===== src/rtl/ppio_pkg.sv =====
package ppio_pkg;
   localparam int PORT_W = 8;

   typedef struct packed {
      logic [1:0] a_mode;
      logic       a_in;
      logic       cu_in;
      logic       b_mode;
      logic       b_in;
      logic       cl_in;
   } ctl_t;

   localparam ctl_t CTL_RESET = 7'b00_1_1_0_1_1;

   localparam int PC_INTR_B = 0;
   localparam int PC_BF_B   = 1;
   localparam int PC_HS_B   = 2;
   localparam int PC_INTR_A = 3;
   localparam int PC_STB_A  = 4;
   localparam int PC_IBF_A  = 5;
   localparam int PC_ACK_A  = 6;
   localparam int PC_OBF_A  = 7;
endpackage


===== src/rtl/ppio_sync.sv =====
module ppio_sync #(
   parameter int W      = 8,
   parameter int STAGES = 0
) (
   input  logic         clk,
   input  logic         rst_n,
   input  logic [W-1:0] d,
   output logic [W-1:0] q
);
   if (STAGES < 0 || STAGES > 4) begin : g_bad
      $error("ppio_sync: STAGES must be 0..4");
   end

   if (STAGES == 0) begin : g_pass
      assign q = d;
   end else begin : g_flops
      logic [W-1:0] st [STAGES];
      always_ff @(posedge clk or negedge rst_n) begin
         if (!rst_n) begin
            for (int i = 0; i < STAGES; i++) st[i] <= '1;
         end else begin
            st[0] <= d;
            for (int i = 1; i < STAGES; i++) st[i] <= st[i-1];
         end
      end
      assign q = st[STAGES-1];
   end
endmodule


===== src/rtl/ppio_in_chan.sv =====
module ppio_in_chan #(
   parameter int W = 8
) (
   input  logic         clk,
   input  logic         rst_n,
   input  logic         clr,
   input  logic         en,
   input  logic         stb_n,
   input  logic [W-1:0] din,
   input  logic         rd_hit,
   input  logic         inte,
   output logic [W-1:0] dlat,
   output logic         ibf,
   output logic         intr
);
   if (W < 1) begin : g_bad
      $error("ppio_in_chan: W must be positive");
   end

   logic stb_q;
   wire  stb_rise = en && stb_n && !stb_q;

   always_ff @(posedge clk or negedge rst_n) begin
      if (!rst_n) begin
         stb_q <= 1'b1;
         dlat  <= '0;
         ibf   <= 1'b0;
         intr  <= 1'b0;
      end else if (clr) begin
         stb_q <= stb_n;
         dlat  <= '0;
         ibf   <= 1'b0;
         intr  <= 1'b0;
      end else begin
         stb_q <= stb_n;
         if (en && !stb_n) begin
            dlat <= din;
            ibf  <= 1'b1;
         end else if (rd_hit) begin
            ibf  <= 1'b0;
         end
         if (rd_hit)                     intr <= 1'b0;
         else if (stb_rise && inte && ibf) intr <= 1'b1;
      end
   end

   AST_IBF_ON_STB: assert property (@(posedge clk) disable iff (!rst_n)
      (en && !stb_n && !clr) |=> ibf);
   AST_INTR_NEEDS_IBF: assert property (@(posedge clk) disable iff (!rst_n)
      intr |-> ibf);
   AST_READ_RISE_NO_INTR: assert property (@(posedge clk) disable iff (!rst_n)
      rd_hit |=> !intr);
endmodule


===== src/rtl/ppio_out_chan.sv =====
module ppio_out_chan (
   input  logic clk,
   input  logic rst_n,
   input  logic clr,
   input  logic en,
   input  logic ack_n,
   input  logic wr_hit,
   input  logic inte,
   output logic obf_n,
   output logic intr
);
   logic ack_q;
   wire  ack_rise = en && ack_n && !ack_q;

   always_ff @(posedge clk or negedge rst_n) begin
      if (!rst_n) begin
         ack_q <= 1'b1;
         obf_n <= 1'b1;
         intr  <= 1'b0;
      end else if (clr) begin
         ack_q <= ack_n;
         obf_n <= 1'b1;
         intr  <= 1'b0;
      end else begin
         ack_q <= ack_n;
         if (wr_hit)              obf_n <= 1'b0;
         else if (en && !ack_n)   obf_n <= 1'b1;
         if (wr_hit)              intr  <= 1'b0;
         else if (ack_rise && inte) intr <= 1'b1;
      end
   end

   AST_OBF_LOW_AFTER_WR: assert property (@(posedge clk) disable iff (!rst_n)
      (wr_hit && !clr) |=> !obf_n);
   AST_ACK_RESTORES: assert property (@(posedge clk) disable iff (!rst_n)
      (en && !ack_n && !wr_hit && !clr) |=> obf_n);
endmodule


===== src/rtl/ppio_top.sv =====
module ppio_top #(
   parameter int SYNC_STAGES = 0
) (
   input  logic       clk,
   input  logic       rst_n,
   input  logic       cs,
   input  logic       rd,
   input  logic       wr,
   input  logic [1:0] addr,
   input  logic [7:0] wdata,
   output logic [7:0] rdata,
   input  logic [7:0] pa_in,
   output logic [7:0] pa_out,
   output logic [7:0] pa_oe,
   input  logic [7:0] pb_in,
   output logic [7:0] pb_out,
   output logic [7:0] pb_oe,
   input  logic [7:0] pc_in,
   output logic [7:0] pc_out,
   output logic [7:0] pc_oe
);
   import ppio_pkg::*;
   localparam int W   = PORT_W;
   localparam int NIB = W / 2;

   if (SYNC_STAGES < 0 || SYNC_STAGES > 4) begin : g_bad
      $error("ppio_top: SYNC_STAGES must be 0..4");
   end

   ctl_t         ctl;
   logic [W-1:0] pa_lat, pb_lat, pc_lat, inte, pcs;

   wire host_wr = cs && wr;
   wire host_rd = cs && rd;
   wire ctl_wr  = host_wr && (addr == 2'd3) && wdata[7];
   wire bsr_wr  = host_wr && (addr == 2'd3) && !wdata[7];

   always_ff @(posedge clk or negedge rst_n) begin
      if (!rst_n) begin
         ctl    <= CTL_RESET;
         pa_lat <= '0;
         pb_lat <= '0;
         pc_lat <= '0;
         inte   <= '0;
      end else if (ctl_wr) begin
         ctl    <= ctl_t'(wdata[6:0]);
         pa_lat <= '0;
         pb_lat <= '0;
         pc_lat <= '0;
         inte   <= '0;
      end else begin
         if (host_wr && addr == 2'd0) pa_lat <= wdata;
         if (host_wr && addr == 2'd1) pb_lat <= wdata;
         if (host_wr && addr == 2'd2) pc_lat <= wdata;
         if (bsr_wr) begin
            pc_lat[wdata[3:1]] <= wdata[0];
            inte[wdata[3:1]]   <= wdata[0];
         end
      end
   end

   ppio_sync #(.W(W), .STAGES(SYNC_STAGES)) u_sync (
      .clk(clk), .rst_n(rst_n), .d(pc_in), .q(pcs));

   wire a_m2 = ctl.a_mode[1];
   wire a_m1 = (ctl.a_mode == 2'b01);
   wire b_m1 = ctl.b_mode;

   logic [1:0]   in_en, out_en, stb_n, ack_n, rd_hit, wr_hit, inte_i, inte_o;
   logic [1:0]   ibf, iintr, obf_n, ointr;
   logic [W-1:0] din  [2];
   logic [W-1:0] dlat [2];

   assign in_en  = {b_m1 && ctl.b_in,  a_m2 || (a_m1 && ctl.a_in)};
   assign out_en = {b_m1 && !ctl.b_in, a_m2 || (a_m1 && !ctl.a_in)};
   assign stb_n  = {pcs[PC_HS_B], pcs[PC_STB_A]};
   assign ack_n  = {pcs[PC_HS_B], pcs[PC_ACK_A]};
   assign inte_i = {inte[PC_HS_B], inte[PC_STB_A]};
   assign inte_o = {inte[PC_HS_B], inte[PC_ACK_A]};
   assign din[0] = pa_in;
   assign din[1] = pb_in;

   for (genvar g = 0; g < 2; g++) begin : g_grp
      assign rd_hit[g] = host_rd && (addr == 2'(g)) && in_en[g];
      assign wr_hit[g] = host_wr && (addr == 2'(g)) && out_en[g];

      ppio_in_chan #(.W(W)) u_in (
         .clk(clk), .rst_n(rst_n), .clr(ctl_wr), .en(in_en[g]),
         .stb_n(stb_n[g]), .din(din[g]), .rd_hit(rd_hit[g]),
         .inte(inte_i[g]), .dlat(dlat[g]), .ibf(ibf[g]), .intr(iintr[g]));

      ppio_out_chan u_out (
         .clk(clk), .rst_n(rst_n), .clr(ctl_wr), .en(out_en[g]),
         .ack_n(ack_n[g]), .wr_hit(wr_hit[g]), .inte(inte_o[g]),
         .obf_n(obf_n[g]), .intr(ointr[g]));
   end

   // port C role map: hs_st = status driven out, hs_in = strobe/ack inputs
   logic [W-1:0] hs_st, hs_in, stat, hs, nib_oe, pc_plain, pc_rd, pa_rd, pb_rd;

   always_comb begin
      hs_st = '0;
      hs_in = '0;
      if (b_m1) begin
         hs_st[PC_INTR_B] = 1'b1;
         hs_st[PC_BF_B]   = 1'b1;
         hs_in[PC_HS_B]   = 1'b1;
      end
      if (a_m2) begin
         hs_st[PC_INTR_A] = 1'b1;
         hs_st[PC_IBF_A]  = 1'b1;
         hs_st[PC_OBF_A]  = 1'b1;
         hs_in[PC_STB_A]  = 1'b1;
         hs_in[PC_ACK_A]  = 1'b1;
      end else if (a_m1) begin
         hs_st[PC_INTR_A] = 1'b1;
         if (ctl.a_in) begin
            hs_st[PC_IBF_A] = 1'b1;
            hs_in[PC_STB_A] = 1'b1;
         end else begin
            hs_st[PC_OBF_A] = 1'b1;
            hs_in[PC_ACK_A] = 1'b1;
         end
      end
      stat            = '0;
      stat[PC_INTR_B] = iintr[1] | ointr[1];
      stat[PC_BF_B]   = ctl.b_in ? ibf[1] : obf_n[1];
      stat[PC_INTR_A] = iintr[0] | ointr[0];
      stat[PC_IBF_A]  = ibf[0];
      stat[PC_OBF_A]  = obf_n[0];
   end

   assign hs       = hs_st | hs_in;
   assign nib_oe   = {{NIB{!ctl.cu_in}}, {NIB{!ctl.cl_in}}};
   assign pc_plain = (pc_in & ~nib_oe) | (pc_lat & nib_oe);
   assign pc_rd    = (pc_plain & ~hs) | (stat & hs_st) | (inte & hs_in);
   assign pc_out   = (pc_lat & ~hs) | (stat & hs_st);
   assign pc_oe    = (nib_oe & ~hs) | hs_st;

   assign pa_out = pa_lat;
   assign pb_out = pb_lat;
   assign pa_oe  = a_m2 ? {W{!pcs[PC_ACK_A]}} : {W{!ctl.a_in}};
   assign pb_oe  = {W{!ctl.b_in}};
   assign pa_rd  = in_en[0] ? dlat[0] : (ctl.a_in ? pa_in : pa_lat);
   assign pb_rd  = in_en[1] ? dlat[1] : (ctl.b_in ? pb_in : pb_lat);

   always_comb begin
      case (addr)
         2'd0:    rdata = pa_rd;
         2'd1:    rdata = pb_rd;
         2'd2:    rdata = pc_rd;
         default: rdata = {1'b1, ctl};
      endcase
   end

   AST_MODEWR_CLEARS: assert property (@(posedge clk) disable iff (!rst_n)
      ctl_wr |=> (pa_out == '0 && pb_out == '0));
   AST_BSR_KEEPS_MODE: assert property (@(posedge clk) disable iff (!rst_n)
      bsr_wr |=> $stable(ctl));
endmodule


===== config.mk =====
export PLATFORM = sky130hd
export DESIGN_NAME = ppio_top
export DESIGN_NICKNAME = d
export VERILOG_FILES = /design/src/rtl/ppio_pkg.sv /design/src/rtl/ppio_sync.sv /design/src/rtl/ppio_in_chan.sv /design/src/rtl/ppio_out_chan.sv /design/src/rtl/ppio_top.sv
export SDC_FILE = /design/constraint.sdc
export NUM_CORES = 1
export LEC_CHECK = 0
export BUFFER_PORTS_ARGS = -buffer_cell sky130_fd_sc_hd__buf_2
export CORE_MARGIN = 3
export CORE_UTILIZATION = 29
export CTS_BUF_LIST = sky130_fd_sc_hd__clkbuf_2 sky130_fd_sc_hd__clkbuf_4 sky130_fd_sc_hd__clkbuf_8
export CTS_CLUSTER_DIAMETER = 120
export DETAILED_ROUTE_END_ITERATION = 10
export GPL_TIMING_DRIVEN = 0
export REMOVE_ABC_BUFFERS = 1
export SLEW_MARGIN = 30
export SYNTH_ARGS = -nofsm -noshare
export SYNTH_HDL_FRONTEND = slang
export SYNTH_SLANG_ARGS = --single-unit
export TNS_END_PERCENT = 5

===== constraint.sdc =====
create_clock -name clk -period 2.2 [get_ports clk]
set_input_delay 0.11 -clock clk [delete_from_list [all_inputs] [get_ports clk]]
set_output_delay 0.11 -clock clk [all_outputs]
set_load 0.02 [all_outputs]

After elaboration in Yosys (flattened, before gate mapping)
Cells that the tools add are included.
Operators by class
  $lt $le $gt $ge: 2
  eq/ne operators: 4
  mux-type cells: 59
  bitwise gates (word level): 17
  reduce and logical (&&, ||, !) cells: 64
Operators with widths (number)
  $mux W8: 19
  $and A8 B8 Y8: 6
  $or A8 B8 Y8: 5
  $logic_and A1 B1 Y1: 37
  $mux W1: 35
  $pmux W8 S3: 1
  $reduce_bool A3 Y1: 8
  $bwmux W8: 2
  $not A8 Y8: 2
  $logic_not A1 Y1: 11
  $reduce_bool A2 Y1: 5
  $and A8 B7 Y8: 1
  $or A8 B7 Y8: 1
  $eq A2 B1 Y1 const B: 2
  $eq A2 B2 Y1 const B: 2
  $lt A3 B4 Y1 const B: 1
  $demux W1 S3: 1
  $ge A3 B1 Y1 const B: 1
  $logic_not A2 Y1: 1
  $logic_or A1 B1 Y1: 2
  $mux W2: 1
  $or A1 B1 Y1: 2
Storage, ports and cells
  register bits: 66
  bits of input ports: 39
  output and inout port bits: 56
  logic and storage cells: 169

Depth between registers and ports, before layout
  depth in word-level cells: 10
  mapped depth: 6
  depth with buffers taken out: 4

Hierarchy
A second synthesis with hierarchy kept.
Unflattened totals
  cells, all modules: 439
  area, all modules: 3870.0 sq um
By module, submodules not included
  ppio_top: times used 1, cells an instance 323, area an instance 2673.8 sq um, seq. area each 855.8 sq um
  ppio_in_chan: times used 2, cells an instance 45, area an instance 444.2 sq um, seq. area each 276.5 sq um
  ppio_out_chan: times used 2, cells an instance 9, area an instance 123.9 sq um, seq. area each 77.6 sq um
  ppio_sync: times used 1, cells an instance 8, area an instance 60.1 sq um, seq. area each 0.0 sq um

Least setup slack after synthesis
Ideal clock, no wire load.
  path type: reg2out
  start point: reg, netlist name a_m2
  end point: out pa_oe[1]
  arrival: 1626 ps
  required time: 2090 ps
  setup slack: 464 ps
  stages on the path, launching flop included: 4
  path buffers: 2
  cells stage by stage: dfrtp_1 -> clkbuf_1 -> mux2i_1 -> buf_4
Between the ends
  word-level cells in the longest chain between the ends: 1
Ends and longest elaborated chain
  $mux W8: RTL line ppio_top.sv:142  | assign pa_oe = a_m2 ? {W{!pcs[PC_ACK_A]}} : {W{!ctl.a_in}};
  to (decl): RTL line ppio_top.sv:14  | output logic [7:0] pa_oe,
Every way passes these cells.

Worst setup path after layout
  start point: reg ctl[4] (netlist name)
  end point: out rdata[4]
Between the ends
  word-level cells in the longest chain between the ends: 9
  elaborated cells between the ends (all ways): 14
  those cells by class: mux (6); bitwise (6); reduce/logical (2)
Ends and longest elaborated chain
  from (decl): RTL line ppio_top.sv:30  | ctl_t ctl;
  from (signal assigned): RTL line ppio_top.sv:46  | ctl <= ctl_t'(wdata[6:0]);
  $mux W1: RTL line ppio_top.sv:117  | if (ctl.a_in) begin
  $mux W1: RTL line ppio_top.sv:115  | end else if (a_m1) begin
  $mux W1: RTL line ppio_top.sv:109  | if (a_m2) begin
  $or A8 B7 Y8: RTL line ppio_top.sv:133  | assign hs = hs_st | hs_in;
  $not A8 Y8: RTL line ppio_top.sv:136  | assign pc_rd = (pc_plain & ~hs) | (stat & hs_st) | (inte & hs_in);
  $and A8 B8 Y8: RTL line ppio_top.sv:136
  $or A8 B8 Y8 (2 in series): RTL line ppio_top.sv:136
  $pmux W8 S3 *: RTL line ppio_top.sv:148  | case (addr)
  to (decl): RTL line ppio_top.sv:11  | output logic [7:0] rdata,
Mark *: on every way between the ends. The rest lies on a longest branch, timed or not.

==> impl_results.md <==
- Sequential fraction of the synthesis area: a little over two fifths
- Worst setup SP type: flip-flop
- Share of layout cells above drive strength 1: approximately 33%
- N_diodes: 0
- Yosys top cell area share: about 36%
- WHS Path Cells: 3
- EDFF count, synth: 0
- Post-placement cell count: 632
- DIE AREA: approximately 0.014 sq mm
- Post-Synth XOR/XNOR Area: 0%
- RSZ-0062 raised after global routing: true
- Fill count: about 1.3k
- Failing checks: negative setup slack
- H-tree depth: 3
- Die W: approximately 120 um
- Final #Nets: between 500 and 600
- Global Route Usage Sum: about 17%
- Post-synthesis mux area share: 11.7%
- Final hold slack: between 15 and 20 ps
- Yosys top cell by area: dfrtp_1
- Rows: 40
- Largest family of logic cells by synthesized area: simple AND/OR/NAND/NOR gates
- Largest net degree at the start of global routing: 48
- GRT Residual Overflow: 0
- Slack of the critical path: -20.5 ps
- Boundary Pins: between 90 and 100
- Vias per cell: ~5.2
- Clock buffer depth: 2
- Critical path fanouts, max: 7
- Fin crit share: 101%
- Netlist Area Pre-Place: around 0.0036 sq mm
- Area Overhead vs Synth: 26.2%
- Post-detailed-route count of antenna-violating nets: 0
- Clock root buffer: clkbuf_8
- PwrDens: around 980 mW/mm^2
- Core area: 0.0121 sq mm
- Skew-Pair Late Insertion Delay: between 300 and 400 ps
- Most frequent cells in the layout: buf_2 (91), nand2_1 (68), dfrtp_1 (49)
- Crit. End Element: primary output
- Crit path arrival time: between 2000 and 2500 ps
- Pre-CTS setup slack: -139 ps
- TritonRoute pass-1 iters: 5
- Setup Viol. Count Final: 2
- Commonest non-fill, non-tap cell in the layout: buf_2
- Simple-Gate Fraction of Synth Area: about a fifth
- Main synth FF type: dfrtp_1
- IO buf count: between 90 and 100
- Sink Count: 61
- Reg2reg path depth: 5
- Distinct cells, synth: 60
- Vias in the first global route: roughly 3.4k
- Synth warn: 0
- Slew Viols, Final: 0
- Ranking of synthesized cells by area: dfrtp_1 (36%), mux2i_1 (8.3%), nand2_1 (7.0%)
- Initial Util: 30.0%
- Outcome: finished, violations left
- Min-delay worst type: in2reg
- Period minus WS final: roughly 2200 ps
- Total CTS buffers: 9
- DRC: 0
- Leak Pwr: about 0.0022 uW
- Initial antenna violation count: 0
- DR WL/cell: around 18 um
- Peak supply drop: about 0.40 mV
- Synth async-reset ratio: between 90% and 100%
- Via count: 3469
- Post-detail-place hpwl: 8270 um
- Yosys reg bits: 61
- Die Y: 118 um
- Mean Syn Cell Area: 8.83 sq um
- First-pass GRT wire length: between 15000 and 20000 um
- WS Path Type: reg2out
- Worst-path clk slew: roughly 70 ps
- Rel. slew slack: between 50% and 60%
- Worst EP required: ~2100 ps
- CTS tree: yes
- MaxCap Viol Count: 0
- Adder-cell share of the synthesized area: 0%
- Worst-margin pin slew: ~680 ps
- Fmax: roughly 450 MHz
- Final wirelength: approximately 12000 um
- Final std cells w/o fill: 672
- Placer Congestion: 0.835
- Compound-Gate Fraction of Synth Area: 18.5%
- Post-Syn Instances: around 410
- Fin. Hold Viols: 0
- Clk_skew: roughly 8.4 ps
- DRT iter0 DRCs: between 300 and 400
synth_stat cells (all sizes together) (2+ instances only):
master  instances
buf            35
a21oi          43
o221ai          2
clkbuf          8
a22oi           2
a211oi          7
o21ai          28
dfstp           9
or3             3
mux4            3
mux2i          30
dfrtp          52
nand2          68
and2            3
nor4            2
nand4b          3
a22o            2
nand3b          3
nand2b          2
nor2           41
inv             9
a31oi           6
mux2            5
nor3            6
nand3           6
nor2b           6
a211o           2
o211ai          3
power by group:
group | internal (uW) | switching (uW)
Clock | 605 | 439
Sequential | 1420 | 280
Combinational | 713 | 1020
Total | 2740 | 1740
flip-flops by register name, summed over array words and instances (netlist names):
register	cells
g_grp.u_in.dlat	16
a_m2	1
b_m1	1
g_grp.u_in.stb_q	1
g_grp.u_out.obf_n	2
g_grp.u_out.intr	2
g_grp.u_out.ack_q	2
g_grp.u_in.intr	2
pb_out	8
g_grp.u_in.ibf	2
ctl	5
pa_out	8
inte	3
pc_lat	8
path summary, 6_finish.rpt:
check / startpoint / endpoint / slack [ps]
max in group asynchronous: rst_n / ctl[0] / 1450
min reg2reg: g_grp[1].u_in.dlat[3] / g_grp[1].u_in.dlat[3] / 530
min in group asynchronous: rst_n / g_grp[0].u_out.intr / 190
min: pa_in[2] / g_grp[0].u_in.dlat[2] / 20
max: ctl[4] / rdata[4] / -20
max reg2reg: ctl[4] / g_grp[0].u_in.ibf / 490
stage by stage:
stage               cell area, sq um  util [%]  setup TNS [ps]  power [uW]
floorplan                       3380         -           -7530        2650
global placement                4060      33.5          -26780        3210
detailed placement              4130      34.1            -271        3260
CTS                             4520      37.3           -96.3        4440
global route                    4580      37.8            -292        4730
finish                          4580      37.8           -30.0        4480
logic make-up (layout without fill, tap and decap cells):
| family | count (synthesis) | in the layout |
|---|---|---|
| simple gates | 150 | 150 |
| mux | 38 | 38 |
| flops | 61 | 61 |
| buf+inv | 52 | 144 |
| compound gates | 110 | 111 |
timing repair:
item	4_1_cts	5_1_grt
endpoints found under the setup margin	14	8
cloned	1	0
setup buffers	13	5
pin swaps	1	2
gates resized for setup	13	6
hold buffers	5	0
hold endpoints to repair	59	0
layout make-up:
cell class	instances	area, sq um	share of cell area (%)
repair buffers	119	718	15.7
flip-flops and latches	61	1550	33.9
inverters	9	33.8	0.738
clock buffers	14	168	3.66
well taps	168	210	4.59
clock inverters	2	35.0	0.765
multi-input cells	299	1860	40.6
layer usage:
layer / GRT usage (%) / wire (um) / vias up / share of wire [%]
met2: 27.1 / 5630 / 142 / 47
li1: - / - / 1622 / -
met1: 24.2 / 5510 / 1690 / 46
met3: 3.56 / 703 / 15 / 5.8
met4: 4.40 / 189 / 0 / 1.6
met5: 0 / 0 / - / 0
critical path, cell delays in order (launching register included):
cell and delay [ps]:
dfstp_4 690, mux2_4 310, mux4_2 440, nor2_1 100, a21oi_1 50, buf_4 190
Note: power is estimated with default switching activity, not from simulation.
